[src/rtl/rts_pkg.sv]
package rts_pkg;

  typedef enum logic [1:0] {
    XFER_JUMP = 2'd0,
    XFER_CALL = 2'd1,
    XFER_RET  = 2'd2,
    XFER_CORO = 2'd3
  } xfer_class_e;

  typedef struct packed {
    logic push;
    logic swap;
    logic capture;
    logic hasEntry;
  } stack_strobe_t;

endpackage

[src/rtl/rts_datapath.sv]
module rts_datapath
  import rts_pkg::*;
#(
  parameter int ADDR_W = 16,
  parameter int DEPTH  = 8,
  localparam int PW    = (DEPTH > 1) ? $clog2(DEPTH) : 1
) (
  input  logic              clk,
  input  logic              rst,
  input  stack_strobe_t     strb,
  input  logic [PW-1:0]     wrIdx,
  input  logic [PW-1:0]     rdIdx,
  input  logic [ADDR_W-1:0] fallThru,
  input  logic [ADDR_W-1:0] actualTarget,
  output logic [ADDR_W-1:0] predTarget,
  output logic              predValid,
  output logic              mismatch
);

  logic [ADDR_W-1:0] entryMem [DEPTH];
  logic [ADDR_W-1:0] predQ;
  logic              predValidQ;

  // entry storage: one write port, the top entry is read before it is overwritten
  always_ff @(posedge clk) begin
    if (strb.push || strb.swap) begin
      entryMem[wrIdx] <= fallThru;
    end
  end

  // prediction is registered at issue time
  always_ff @(posedge clk) begin
    if (rst) begin
      predValidQ <= 1'b0;
      predQ      <= '0;
    end else begin
      predValidQ <= strb.capture && strb.hasEntry;
      if (strb.capture) begin
        predQ <= entryMem[rdIdx];
      end
    end
  end

  assign predTarget = predQ;
  assign predValid  = predValidQ;
  assign mismatch   = !predValidQ || (predQ != actualTarget);

  a_r2_push_stored: assert property (@(posedge clk) disable iff (rst)
    strb.push |=> entryMem[$past(wrIdx)] == $past(fallThru));

endmodule

[src/rtl/rts_ctrl.sv]
module rts_ctrl
  import rts_pkg::*;
#(
  parameter int DEPTH  = 8,
  parameter int CNT_W  = 16,
  localparam int PW    = (DEPTH > 1) ? $clog2(DEPTH) : 1,
  localparam int OCC_W = $clog2(DEPTH + 1)
) (
  input  logic             clk,
  input  logic             rst,
  input  logic             xferValid,
  input  logic [1:0]       xferClass,
  input  logic             mismatch,
  output stack_strobe_t    strb,
  output logic [PW-1:0]    wrIdx,
  output logic [PW-1:0]    rdIdx,
  output logic             mispredict,
  output logic [CNT_W-1:0] hitCount,
  output logic [CNT_W-1:0] missCount
);

  localparam logic [OCC_W-1:0] FULL    = OCC_W'(DEPTH);
  localparam logic [PW-1:0]    LASTIDX = PW'(DEPTH - 1);
  localparam logic [CNT_W-1:0] CNT_MAX = {CNT_W{1'b1}};

  xfer_class_e      cls;
  logic             isCall, isRet, isCoro, isJump, isEmpty, doPop;
  logic [PW-1:0]    topPtr, ptrUp, ptrDn;
  logic [OCC_W-1:0] occupancy;
  logic             checkPending;

  assign cls    = xfer_class_e'(xferClass);
  assign isCall = xferValid && (cls == XFER_CALL);
  assign isRet  = xferValid && (cls == XFER_RET);
  assign isCoro = xferValid && (cls == XFER_CORO);
  assign isJump = xferValid && (cls == XFER_JUMP);

  assign isEmpty = (occupancy == '0);
  assign ptrUp   = (topPtr == LASTIDX) ? '0 : topPtr + 1'b1;
  assign ptrDn   = (topPtr == '0) ? LASTIDX : topPtr - 1'b1;

  always_comb begin
    strb.hasEntry = !isEmpty;
    strb.capture  = isRet || isCoro;
    strb.swap     = isCoro && !isEmpty;
    strb.push     = isCall || (isCoro && isEmpty);
    doPop         = isRet && !isEmpty;
  end

  assign wrIdx = strb.swap ? topPtr : ptrUp;
  assign rdIdx = topPtr;

  // pointer and occupancy; a push into a full stack wraps over the oldest entry
  always_ff @(posedge clk) begin
    if (rst) begin
      topPtr    <= '0;
      occupancy <= '0;
    end else if (strb.push) begin
      topPtr    <= ptrUp;
      occupancy <= (occupancy == FULL) ? occupancy : occupancy + 1'b1;
    end else if (doPop) begin
      topPtr    <= ptrDn;
      occupancy <= occupancy - 1'b1;
    end
  end

  // deferred check and saturating tallies
  always_ff @(posedge clk) begin
    if (rst) begin
      checkPending <= 1'b0;
      hitCount     <= '0;
      missCount    <= '0;
    end else begin
      checkPending <= strb.capture;
      if (checkPending) begin
        if (mismatch) begin
          if (missCount != CNT_MAX) missCount <= missCount + 1'b1;
        end else begin
          if (hitCount != CNT_MAX) hitCount <= hitCount + 1'b1;
        end
      end
    end
  end

  assign mispredict = checkPending && mismatch;

  a_r7_depth_bound: assert property (@(posedge clk) disable iff (rst)
    occupancy <= FULL);

  a_r4_jump_holds: assert property (@(posedge clk) disable iff (rst)
    isJump |=> $stable(topPtr) && $stable(occupancy));

  a_r2_call_grows: assert property (@(posedge clk) disable iff (rst)
    (isCall && occupancy != FULL) |=> occupancy == $past(occupancy) + 1'b1);

  a_r8_empty_return_stays: assert property (@(posedge clk) disable iff (rst)
    (isRet && isEmpty) |=> occupancy == '0);

  a_r5_misp_follows_check: assert property (@(posedge clk) disable iff (rst)
    mispredict |-> $past(strb.capture));

  a_r9_hit_saturates: assert property (@(posedge clk) disable iff (rst)
    hitCount == CNT_MAX |=> hitCount == CNT_MAX);

  a_r9_miss_saturates: assert property (@(posedge clk) disable iff (rst)
    missCount == CNT_MAX |=> missCount == CNT_MAX);

  a_r9_single_step: assert property (@(posedge clk) disable iff (rst)
    !checkPending |=> $stable(hitCount) && $stable(missCount));

endmodule

[src/rtl/ret_target_stack.sv]
module ret_target_stack
  import rts_pkg::*;
#(
  parameter int ADDR_W = 16,
  parameter int DEPTH  = 8,
  parameter int CNT_W  = 16,
  localparam int PW    = (DEPTH > 1) ? $clog2(DEPTH) : 1
) (
  input  logic              clk,
  input  logic              rst,
  input  logic              xferValid,
  input  logic [1:0]        xferClass,
  input  logic [ADDR_W-1:0] fallThru,
  input  logic [ADDR_W-1:0] actualTarget,
  output logic [ADDR_W-1:0] predTarget,
  output logic              predValid,
  output logic              mispredict,
  output logic [CNT_W-1:0]  hitCount,
  output logic [CNT_W-1:0]  missCount
);

  stack_strobe_t strb;
  logic [PW-1:0] wrIdx, rdIdx;
  logic          mismatch;

  rts_ctrl #(.DEPTH(DEPTH), .CNT_W(CNT_W)) u_ctrl (
    .clk(clk), .rst(rst), .xferValid(xferValid), .xferClass(xferClass),
    .mismatch(mismatch), .strb(strb), .wrIdx(wrIdx), .rdIdx(rdIdx),
    .mispredict(mispredict), .hitCount(hitCount), .missCount(missCount)
  );

  rts_datapath #(.ADDR_W(ADDR_W), .DEPTH(DEPTH)) u_dp (
    .clk(clk), .rst(rst), .strb(strb), .wrIdx(wrIdx), .rdIdx(rdIdx),
    .fallThru(fallThru), .actualTarget(actualTarget),
    .predTarget(predTarget), .predValid(predValid), .mismatch(mismatch)
  );

endmodule

[config.mk]
export PLATFORM = sky130hd
export DESIGN_NAME = ret_target_stack
export DESIGN_NICKNAME = d
export VERILOG_FILES = /design/src/rtl/rts_pkg.sv /design/src/rtl/rts_datapath.sv /design/src/rtl/rts_ctrl.sv /design/src/rtl/ret_target_stack.sv
export SDC_FILE = /design/constraint.sdc
export NUM_CORES = 1
export LEC_CHECK = 0
export BUFFER_PORTS_ARGS = -buffer_cell sky130_fd_sc_hd__buf_2
export CORE_AREA = 2 2 148 150
export CTS_CLUSTER_DIAMETER = 60
export DETAILED_ROUTE_END_ITERATION = 6
export DIE_AREA = 0 0 150 152
export GPL_TIMING_DRIVEN = 0
export PLACE_DENSITY = 0.61
export SLEW_MARGIN = 25
export SYNTH_ARGS = -nofsm -noshare
export SYNTH_HDL_FRONTEND = slang
export SYNTH_SLANG_ARGS = --single-unit
[constraint.sdc]
create_clock -name clk -period 3.59 [get_ports clk]
set_input_delay 0.718 -clock clk [delete_from_list [all_inputs] [get_ports clk]]
set_output_delay 0.718 -clock clk [all_outputs]
set_load 0.05 [all_outputs]
; ---- Yosys cells after proc, flatten, opt, wreduce, memory -nomap -nowiden
; Memories as Yosys holds them, arrays and structs flattened. A register that Yosys moved wholly into a read port is not among the register bits.
; Index checks and enable logic that the tools add are counted.
[word_totals]
elab_cells = 53
mem_count = 1
ramBits = 128
latch_bits = 0
out_inout_bits = 50
reg_bits = 41
romBits = 0
[classes]
n_shift = 0
add_sub_neg = 6
mul = 0
order_cmp = 0
n_reduce_logical = 20
n_mux = 10
n_bitwise = 1
n_div = 0
eq_ne = 9
[mem_list]
columns = name, depth, word_bits, rd, rd_clocked_by_memory_dff, wr, line
row1 = u_dp.entryMem, 8, 16, 1, 1, 1, rts_datapath.sv:20  ; logic [ADDR_W-1:0] entryMem [DEPTH];
[op_table]
columns = cell, count
row1 = $add A16 B1 Y16 const B, 2
row2 = $ne A16 B16 Y1 const B, 2
row3 = $ne A16 B16 Y1, 1
row4 = $mux W3, 5
row5 = $mux W4, 3
row6 = $logic_and A1 B1 Y1, 8
row7 = $reduce_and A3 Y1, 2
row8 = $add A4 B1 Y4 const B, 1
row9 = $eq A2 B2 Y1 const B, 2
row10 = $eq A4 B4 Y1 const B, 1
row11 = $logic_not A4 Y1, 1
row12 = $logic_or A1 B1 Y1, 4
row13 = $sub A4 B1 Y4 const B, 1
row14 = $add A3 B1 Y3 const B, 1
row15 = $eq A3 B3 Y1 const B, 1
row16 = $logic_not A3 Y1, 1
row17 = $sub A3 B1 Y3 const B, 1
row18 = $eq A2 B1 Y1 const B, 1
row19 = $logic_not A1 Y1, 2
row20 = $mux W1, 2
row21 = $ne A2 B2 Y1 const B, 1
row22 = $reduce_and A2 Y1, 1
row23 = $reduce_bool A2 Y1, 1
row24 = $not A1 Y1, 1

; ---- Depth between registers and ports, before layout
; Gate-level depths: netlist of run 1.
[depth]
depth_word = 7
depth_mapped = 10
depth_no_buf = 9

; ---- By module
; From an unflattened synthesis of run 1, not the netlist that was laid out.
[unflattened]
cells_unflattened = 548
area_unflattened_um2 = 7776.2
[modules_own_cells]
columns = mod, area_each_um2, seq_area_each_um2, n_inst, cells_per_inst
row1 = rts_datapath, 5487.8, 4184.0, 1, 278
row2 = rts_ctrl, 2288.4, 800.8, 1, 270

; ---- Least setup slack after synthesis of run 1
; Ideal clock, no wire load.
[synth_timing]
path_type = flip-flop to flip-flop
from = register u_ctrl.topPtr[1] (netlist: u_ctrl.rdIdx[1])
to = memory u_dp.entryMem[6][0] (enable)
arrival_ns = 2.671
synth_period_minus_slack_ns = 3.080
path_stages_with_launch = 7
setup_time_ns = 0.409
n_path_buf = 2
slack_ns = 0.510
cell_sequence = dfxtp_1 -> clkbuf_1 -> clkbuf_1 -> inv_1 -> ha_1 -> mux2i_1 -> nor3_1
[synth_via]
elab_chain_len = 3
[synth_rtl]
columns = element, line
row1 = from (decl), rts_ctrl.sv:28  ; logic [PW-1:0] topPtr, ptrUp, ptrDn;
row2 = from (signal assigned), rts_ctrl.sv:59  ; topPtr <= ptrUp;
row3 = from (signal assigned), rts_ctrl.sv:62  ; topPtr <= ptrDn;
row4 = $add A3 B1 Y3 or $eq A3 B3 Y1 (tied branches), rts_ctrl.sv:39  ; assign ptrUp = (topPtr == LASTIDX) ? '0 : topPtr + 1'b1;
row5 = $mux W3, rts_ctrl.sv:39
row6 = $mux W3 *, rts_ctrl.sv:50  ; assign wrIdx = strb.swap ? topPtr : ptrUp;
row7 = to (decl), rts_datapath.sv:20
; Mark *: on every way between the ends. The rest lies on a longest branch, timed or not.

; ---- Final worst setup path of run 1
[layout_timing]
from = input actualTarget[1]
to = output mispredict
[layout_via]
elab_chain_len = 3
[layout_rtl]
columns = element, line
row1 = from (decl), ret_target_stack.sv:14  ; input logic [ADDR_W-1:0] actualTarget,
row2 = $ne A16 B16 Y1, rts_datapath.sv:46  ; assign mismatch = !predValidQ || (predQ != actualTarget);
row3 = $logic_or A1 B1 Y1, rts_datapath.sv:46
row4 = $logic_and A1 B1 Y1, rts_ctrl.sv:85  ; assign mispredict = checkPending && mismatch;
row5 = to (decl), ret_target_stack.sv:17  ; output logic mispredict,
; Every way passes these cells.

==> reports/results.tsv, run 1 <==
metric	value	unit
CTS root buffer	clkbuf_16	
drt via density	5.37	
Post-CTS Setup Bufs	0	
Distinct cells, synth	44	
cts bufs inserted	17	
H-tree Lvls	4	
register area	4980	µm²
clock skew	0.0113	ns
Resized cells post-CTS	0	
CTS max path bufs	2	
largest net degree at the start of global routing	18	
yosys warns	0	
Clk pwr share	37.3	%
cells along the critical path	buf_2 > xnor2_1 > nand4_1 > nor3_4 > a21oi_1 > buf_2	
Setup Viol. Count Final	0	
Tmin final	3.34	ns
Top FF cell, synth	edfxtp_1	
Worst-path clk slew	0.07	ns
Least-Margin Pin Slew	0.862	ns
CTS tree	done	
area of the multi-input gates	2780	µm²
port bufs	85	
synthesized area per cell	14.1	µm²
period utilisation layout	93.0	%
combinational power share	14.9	%
Switch Pwr	1.35	mW
WHS	0.531	ns
area grow syn2layout	19.0	%
Seq/Total Area, Yosys	63.2	%
WS Path Type	in -> out	
slowest CP cell	nor3_4	
crit end category	output port	
final-report hold violation count	0	
top-area cell type share of the netlist area	48.8	%
CP arrival	2.62	ns
max cap viols	0	
CP top delay family	simple AND/OR/NAND/NOR gates	
power density cells	544	nW/µm²
Core Region	21400	µm²
initial antenna violation count	2	
Slew Limit Fails	0	
CP max FO	8	
hold-fix buffer count after cts	0	
GP Congestion	0.843	
vias post-DR	5176	
Top Ports	87	
CP max stage delay	0.46	ns
crit path buf inv count	2	
Synth area leader	edfxtp_1	
Mapped Cells	559	
initial core utilization	36.9	%
most used cell along the critical path	buf_2	
DRC viols	0	
max_slew headroom	42.5	%
switching share of power	26.5	%
Synthesized Nets	605	
post-detailed-route count of antenna-violating nets	0	
vias in the first global route	5127	
Die Width	150	µm
leakage	3.25	nW
die area	22800	µm²
Initial DRC Count	415	
sequential power share	47.8	%
final core occ	43.9	%
area of placed instances	8770	µm²
status	complete, no violations	
RSZ-0062 raised after global routing	false	
WP data required	2.87	ns
Die H	152	µm
nets	715	
grt ovf	0	
Cell Area, Synth	7880	µm²
Pint	3.75	mW
CTS sink count	185	
Detailed Routing Iterations Pass 1	5	
number of fill cells	1945	
maximum vdd drop	368	µV
Post-DP HPWL	13300	µm
asr flop ratio synth	0	%
Final Cell Area	9380	µm²
number of flops mapped to enable cells by yosys	128	
number of synthesized register bits	185	
Tot GR Track Use	16.9	%
Max Fclk	299	MHz
Clock Latency Late Sink	0.43	ns
Synth area leaders	edfxtp_1, dfxtp_1, mux4_2	
CP startpoint kind	input pin	
first-pass GRT wire length	29000	µm
wire per inst	19.5	µm
HP Class	reg -> reg	
layout cells sized above 1	28.2	%
Post-Route WL	18800	µm
Row Count	54	
==> through the flow <==
step,cells,TNS (ns),setup WS [ns],power (mW)
finish,963,0,0.251,5.10
global route,962,0,0.197,5.31
CTS,962,0,0.113,5.15
detailed placement,930,0,0.144,3.26
global placement,924,-71.64,-1.07,3.20
floorplan,559,0,0.510,3.00
==> power groups by stage <==
| stage | clock network, mW | logic, mW | registers [mW] |
|---|---|---|---|
| CTS | 1.94 | 0.770 | 2.44 |
| global route | 2.03 | 0.832 | 2.45 |
| floorplan | 0 | 0.474 | 2.53 |
| detailed placement | 0 | 0.768 | 2.49 |
| global placement | 0 | 0.719 | 2.48 |
| finish | 1.90 | 0.759 | 2.44 |
==> tightest hold or removal path, delay by kind of cell (launching register included) <==
| kind | cells | cell delay [ns] |
|---|---|---|
| DFF | 1 | 0.34 |
| AOI/OAI and AO/OA | 2 | 0.14 |
==> per-layer routing <==
metal	track usage [%]	wire [µm]
met5	0	11
met4	5.80	397
met3	4.44	1340
met2	27.4	9290
met1	21.8	7780
==> area by class of cell <==
class	instances	share of cell area [%]
flip-flops and latches	185	53.1
plain buffers	28	1.33
inverters	11	0.440
well taps	280	3.74
clock buffers	19	4.72
repair buffers	91	5.26
clock inverters	13	1.73
diodes	1	0.0267
multi-input cells	335	29.6
==> sequential cells by signal, summed over array words and instances, names as in the netlist <==
register,cells
u_ctrl.checkPending,1
u_ctrl.hitCount,16
u_ctrl.missCount,16
u_ctrl.occupancy,4
u_ctrl.rdIdx,3
u_dp.entryMem,128
u_dp.predTarget,16
u_dp.predValid,1
==> cells by family after synthesis <==
| family | count (synthesis) | share of synthesized area [%] |
|---|---|---|
| flops | 185 | 63.2 |
| mux | 63 | 13.2 |
| xor+xnor | 22 | 2.44 |
| fa+ha+maj | 9 | 1.52 |
| simple gates | 171 | 11.6 |
| compound gates | 70 | 5.89 |
| buf+inv | 39 | 2.10 |
==> placed cells by master, fill, tap and decap left out, types with 9 or more instances in the layout <==
master,n
clkbuf_16,17
dfxtp_1,57
nor3_1,9
mux2i_1,21
a211oi_1,16
mux4_2,32
or4_1,9
nand4_1,15
nand3_1,14
a21oi_1,23
inv_1,11
nor2_1,54
nand2_1,20
mux2_2,10
nor2b_1,11
edfxtp_1,128
buf_2,91
clkbuf_1,18
xnor2_1,17
==> path summary, 6_finish.rpt <==
kind | from | to | slack [ns] | cells after the start
setup / recovery | actualTarget[1] | mispredict | 0.25 | 6
hold / removal | u_ctrl.occupancy[3] | u_ctrl.occupancy[3] | 0.53 | 2
setup reg to reg | u_ctrl.rdIdx[1] | u_dp.entryMem[1][13] | 0.37 | 7
hold reg to reg | u_ctrl.occupancy[3] | u_ctrl.occupancy[3] | 0.53 | 2
==> Yosys cell counts, types with 2 or more instances <==
| master | instances |
|---|---|
| a31o_2 | 5 |
| and2_1 | 3 |
| a21oi_2 | 2 |
| mux2_2 | 10 |
| mux2i_1 | 21 |
| edfxtp_1 | 128 |
| nand2b_1 | 7 |
| nand4_1 | 15 |
| nand3b_1 | 3 |
| nand3_1 | 14 |
| inv_1 | 11 |
| ha_1 | 8 |
| and4_1 | 5 |
| o21ai_0 | 8 |
| or3_1 | 2 |
| a2111oi_0 | 4 |
| o31ai_1 | 5 |
| and3_1 | 2 |
| xor2_1 | 5 |
| buf_1 | 2 |
| nor4_4 | 2 |
| nor2b_1 | 11 |
| mux4_2 | 32 |
| clkbuf_1 | 18 |
| a21oi_1 | 23 |
| xnor2_1 | 17 |
| nor3_1 | 11 |
| a21o_1 | 2 |
| buf_2 | 6 |
| dfxtp_1 | 57 |
| or4_1 | 9 |
| o41ai_1 | 3 |
| nand2_1 | 20 |
| nor2_1 | 60 |
| nor4_1 | 4 |
| a211oi_1 | 16 |
No activity file was read; power rests on OpenSTA's default activity.
==> run 2: changes to the inputs <==
--- a/config.mk
+++ b/config.mk
@@ -6,12 +6,12 @@
 export NUM_CORES = 1
 export LEC_CHECK = 0
 export BUFFER_PORTS_ARGS = -buffer_cell sky130_fd_sc_hd__buf_2
-export CORE_AREA = 2 2 148 150
+export CORE_AREA = 2 2 144 146
 export CTS_CLUSTER_DIAMETER = 60
 export DETAILED_ROUTE_END_ITERATION = 6
-export DIE_AREA = 0 0 150 152
+export DIE_AREA = 0 0 146 148
 export GPL_TIMING_DRIVEN = 0
-export PLACE_DENSITY = 0.61
+export PLACE_DENSITY = 0.63
 export SLEW_MARGIN = 25
 export SYNTH_ARGS = -nofsm -noshare
 export SYNTH_HDL_FRONTEND = slang
==> run 2 against run 1 <==
  * Sequential cell count did not move
  * Die area fell by 5.2%
  * Worst hold slack got worse by 0.0028 ns
  * Highest routed layer is now met4
==> reports/results.tsv, run 2 (synthesis gave the netlist of run 1 again) <==
metric	value	unit	change
status	complete, no violations		
met1 GRT Util	22.9	%	+1.1 points
layout cells sized above 1	28.0	%	-0.11 points
grt ovf	0		unchanged
Detailed Routing Iterations Pass 1	5		unchanged
global routing's busiest layer	met2		
nets	714		-0.14%
max reg flops	128		unchanged
cells along the critical path	clkbuf_1 > clkbuf_2 > inv_1 > ha_1 > mux2i_1 > nand2_1 > nor2_4		
CTS root buffer	clkbuf_16		
drt via density	5.32		-0.96%
GP Congestion	0.882		+4.7%
die area	21600	µm²	-5.2%
max_slew headroom	45.2	%	+2.6 points
crit end category	register		
Clock Latency Late Sink	0.43	ns	about the same
Min-Delay Path Depth	2		unchanged
power density cells	543	nW/µm²	-0.20%
sequential power share	48.2	%	+0.4 points
Post-DP HPWL	12500	µm	-5.8%
clock skew	0.00920	ns	-0.00212 ns
CTS tree	done		
HP Class	reg -> reg		
first-pass GRT wire length	28900	µm	-0.26%
Die H	148	µm	-2.6%
H-tree Lvls	4		unchanged
Core Region	20000	µm²	-6.1%
most common cell after layout, fill and taps aside	edfxtp_1		
DRC viols	0		unchanged
Post-Route WL	18200	µm	-3.2%
Clk pwr share	37.0	%	-0.3 points
initial antenna violation count	1		-1
Worst-path clk slew	0.07	ns	about the same
CP max FO	16		+8
CTS max path bufs	2		unchanged
CTS sink count	185		unchanged
Slew Limit Fails	0		unchanged
RSZ-0062 raised after global routing	false		
Top Ports	87		unchanged
combinational power share	14.8	%	about the same
wire per inst	19.1	µm	-2.1%
Max Fclk	310	MHz	+3.4%
Initial DRC Count	337		-19%
final-report hold violation count	0		unchanged
Biggest register	u_dp.entryMem		
maximum vdd drop	388	µV	+5.5%
largest net degree at the start of global routing	18		unchanged
max cap viols	0		unchanged
Pint	3.72	mW	-0.78%
Row Count	52		-3.7%
Power, Total	5.07	mW	-0.70%
area grow syn2layout	18.4	%	
R2R depth	7		unchanged
switching share of power	26.6	%	+0.059 points
WHS	0.528	ns	-0.00282 ns
Tmin final	3.23	ns	-0.108 ns
initial core utilization	39.3	%	+2.4 points
CP arrival	3.29	ns	+0.67 ns
most frequent cells in the layout	edfxtp_1, buf_2, dfxtp_1, nor2_1, mux4_2		
CP max stage delay	0.58	ns	+0.12 ns
number of fill cells	1808		-7.0%
Tot GR Track Use	17.5	%	+0.69 points
WP data required	3.65	ns	+0.78 ns
Die Width	146	µm	-2.7%
WS Path Type	reg -> reg		
vias post-DR	5068		-2.1%
cts bufs inserted	17		unchanged
Global Route met2 Usage	28.8	%	+1.4 points
post-detailed-route count of antenna-violating nets	0		unchanged
port bufs	85		unchanged
hold-fix buffer count after cts	0		unchanged
vias in the first global route	5188		+1.2%
leakage	3.24	nW	-0.47%
met3 Use GR	5.15	%	+0.71 points
CP startpoint kind	register		
slowest CP cell	nor2_4		
period utilisation layout	90.0	%	-3.0 points
Switch Pwr	1.35	mW	-0.48%
Least-Margin Pin Slew	0.816	ns	-0.0459 ns
Setup Viol. Count Final	0		unchanged
## run 2: changes by cell type in the layout (fill, tap and decap cells not counted), sizes merged
cell | previous run | this run
clkbuf | 37 | 35
clkinv | 4 | 6
buf | 101 | 100
## run 2: cell type report
class	count	area (µm²)	area share (%)
tap	270	338	3.62
inverter	11	41.3	0.442
antenna	1	2.50	0.0268
multi-input combinational	335	2780	29.8
clock buffer	17	425	4.56
sequential	185	4980	53.4
timing repair buffer	90	467	5.00
clock inverter	15	166	1.78
buffer	28	125	1.34
## run 2: critical path: cells and delay by family (launching register included)
kind,cells,cell delay [ns]
AND/OR/NAND/NOR,2,0.82
multiplexers,1,0.39
flip-flops,1,0.33
buffers and inverters,3,0.97
adder cells (fa/ha/maj),1,0.34
## run 2: stage by stage
stage          instances  cell area, µm²  TNS, ns  setup slack, ns  util, %
5_1_grt              951            9330        0            0.154     46.6
6_report             952            9330        0            0.360     46.6
3_5_place_dp         919            8740        0           0.0878     43.6
3_3_place_gp         914            8640   -80.93            -1.11     43.1
4_1_cts              951            9330        0           0.0548     46.5
2_1_floorplan        559            7880        0            0.510        -
## run 2: power by group through the flow
stage	sequential (mW)	combinational [mW]	clock [mW]
floorplan	2.53	0.474	0
global placement	2.49	0.713	0
detailed placement	2.49	0.760	0
CTS	2.44	0.763	1.90
global route	2.45	0.819	1.99
finish	2.44	0.751	1.87
## run 2: worst paths after layout
path	startpoint	end	slack, ns
worst max-delay path	u_ctrl.rdIdx[1]	u_dp.entryMem[1][12]	0.36
worst min-delay path	u_ctrl.hitCount[5]	u_ctrl.hitCount[5]	0.53
worst max register to register	u_ctrl.rdIdx[1]	u_dp.entryMem[1][12]	0.36
worst min register to register	u_ctrl.hitCount[5]	u_ctrl.hitCount[5]	0.53
## run 2: routing by layer
| layer | part of all wire (%) | vias to the layer above | wire length [µm] |
|---|---|---|---|
| li1 | - | 2365 | - |
| met2 | 48 | 198 | 8670 |
| met5 | 0 | - | 0 |
| met4 | 1.3 | 0 | 232 |
| met3 | 8.0 | 26 | 1460 |
| met1 | 43 | 2479 | 7850 |
## run 2: what timing repair did
item | CTS | global route
setup buffers | 0 | 0
resized for setup | 0 | 2
setup endpoints to repair | 0 | 54
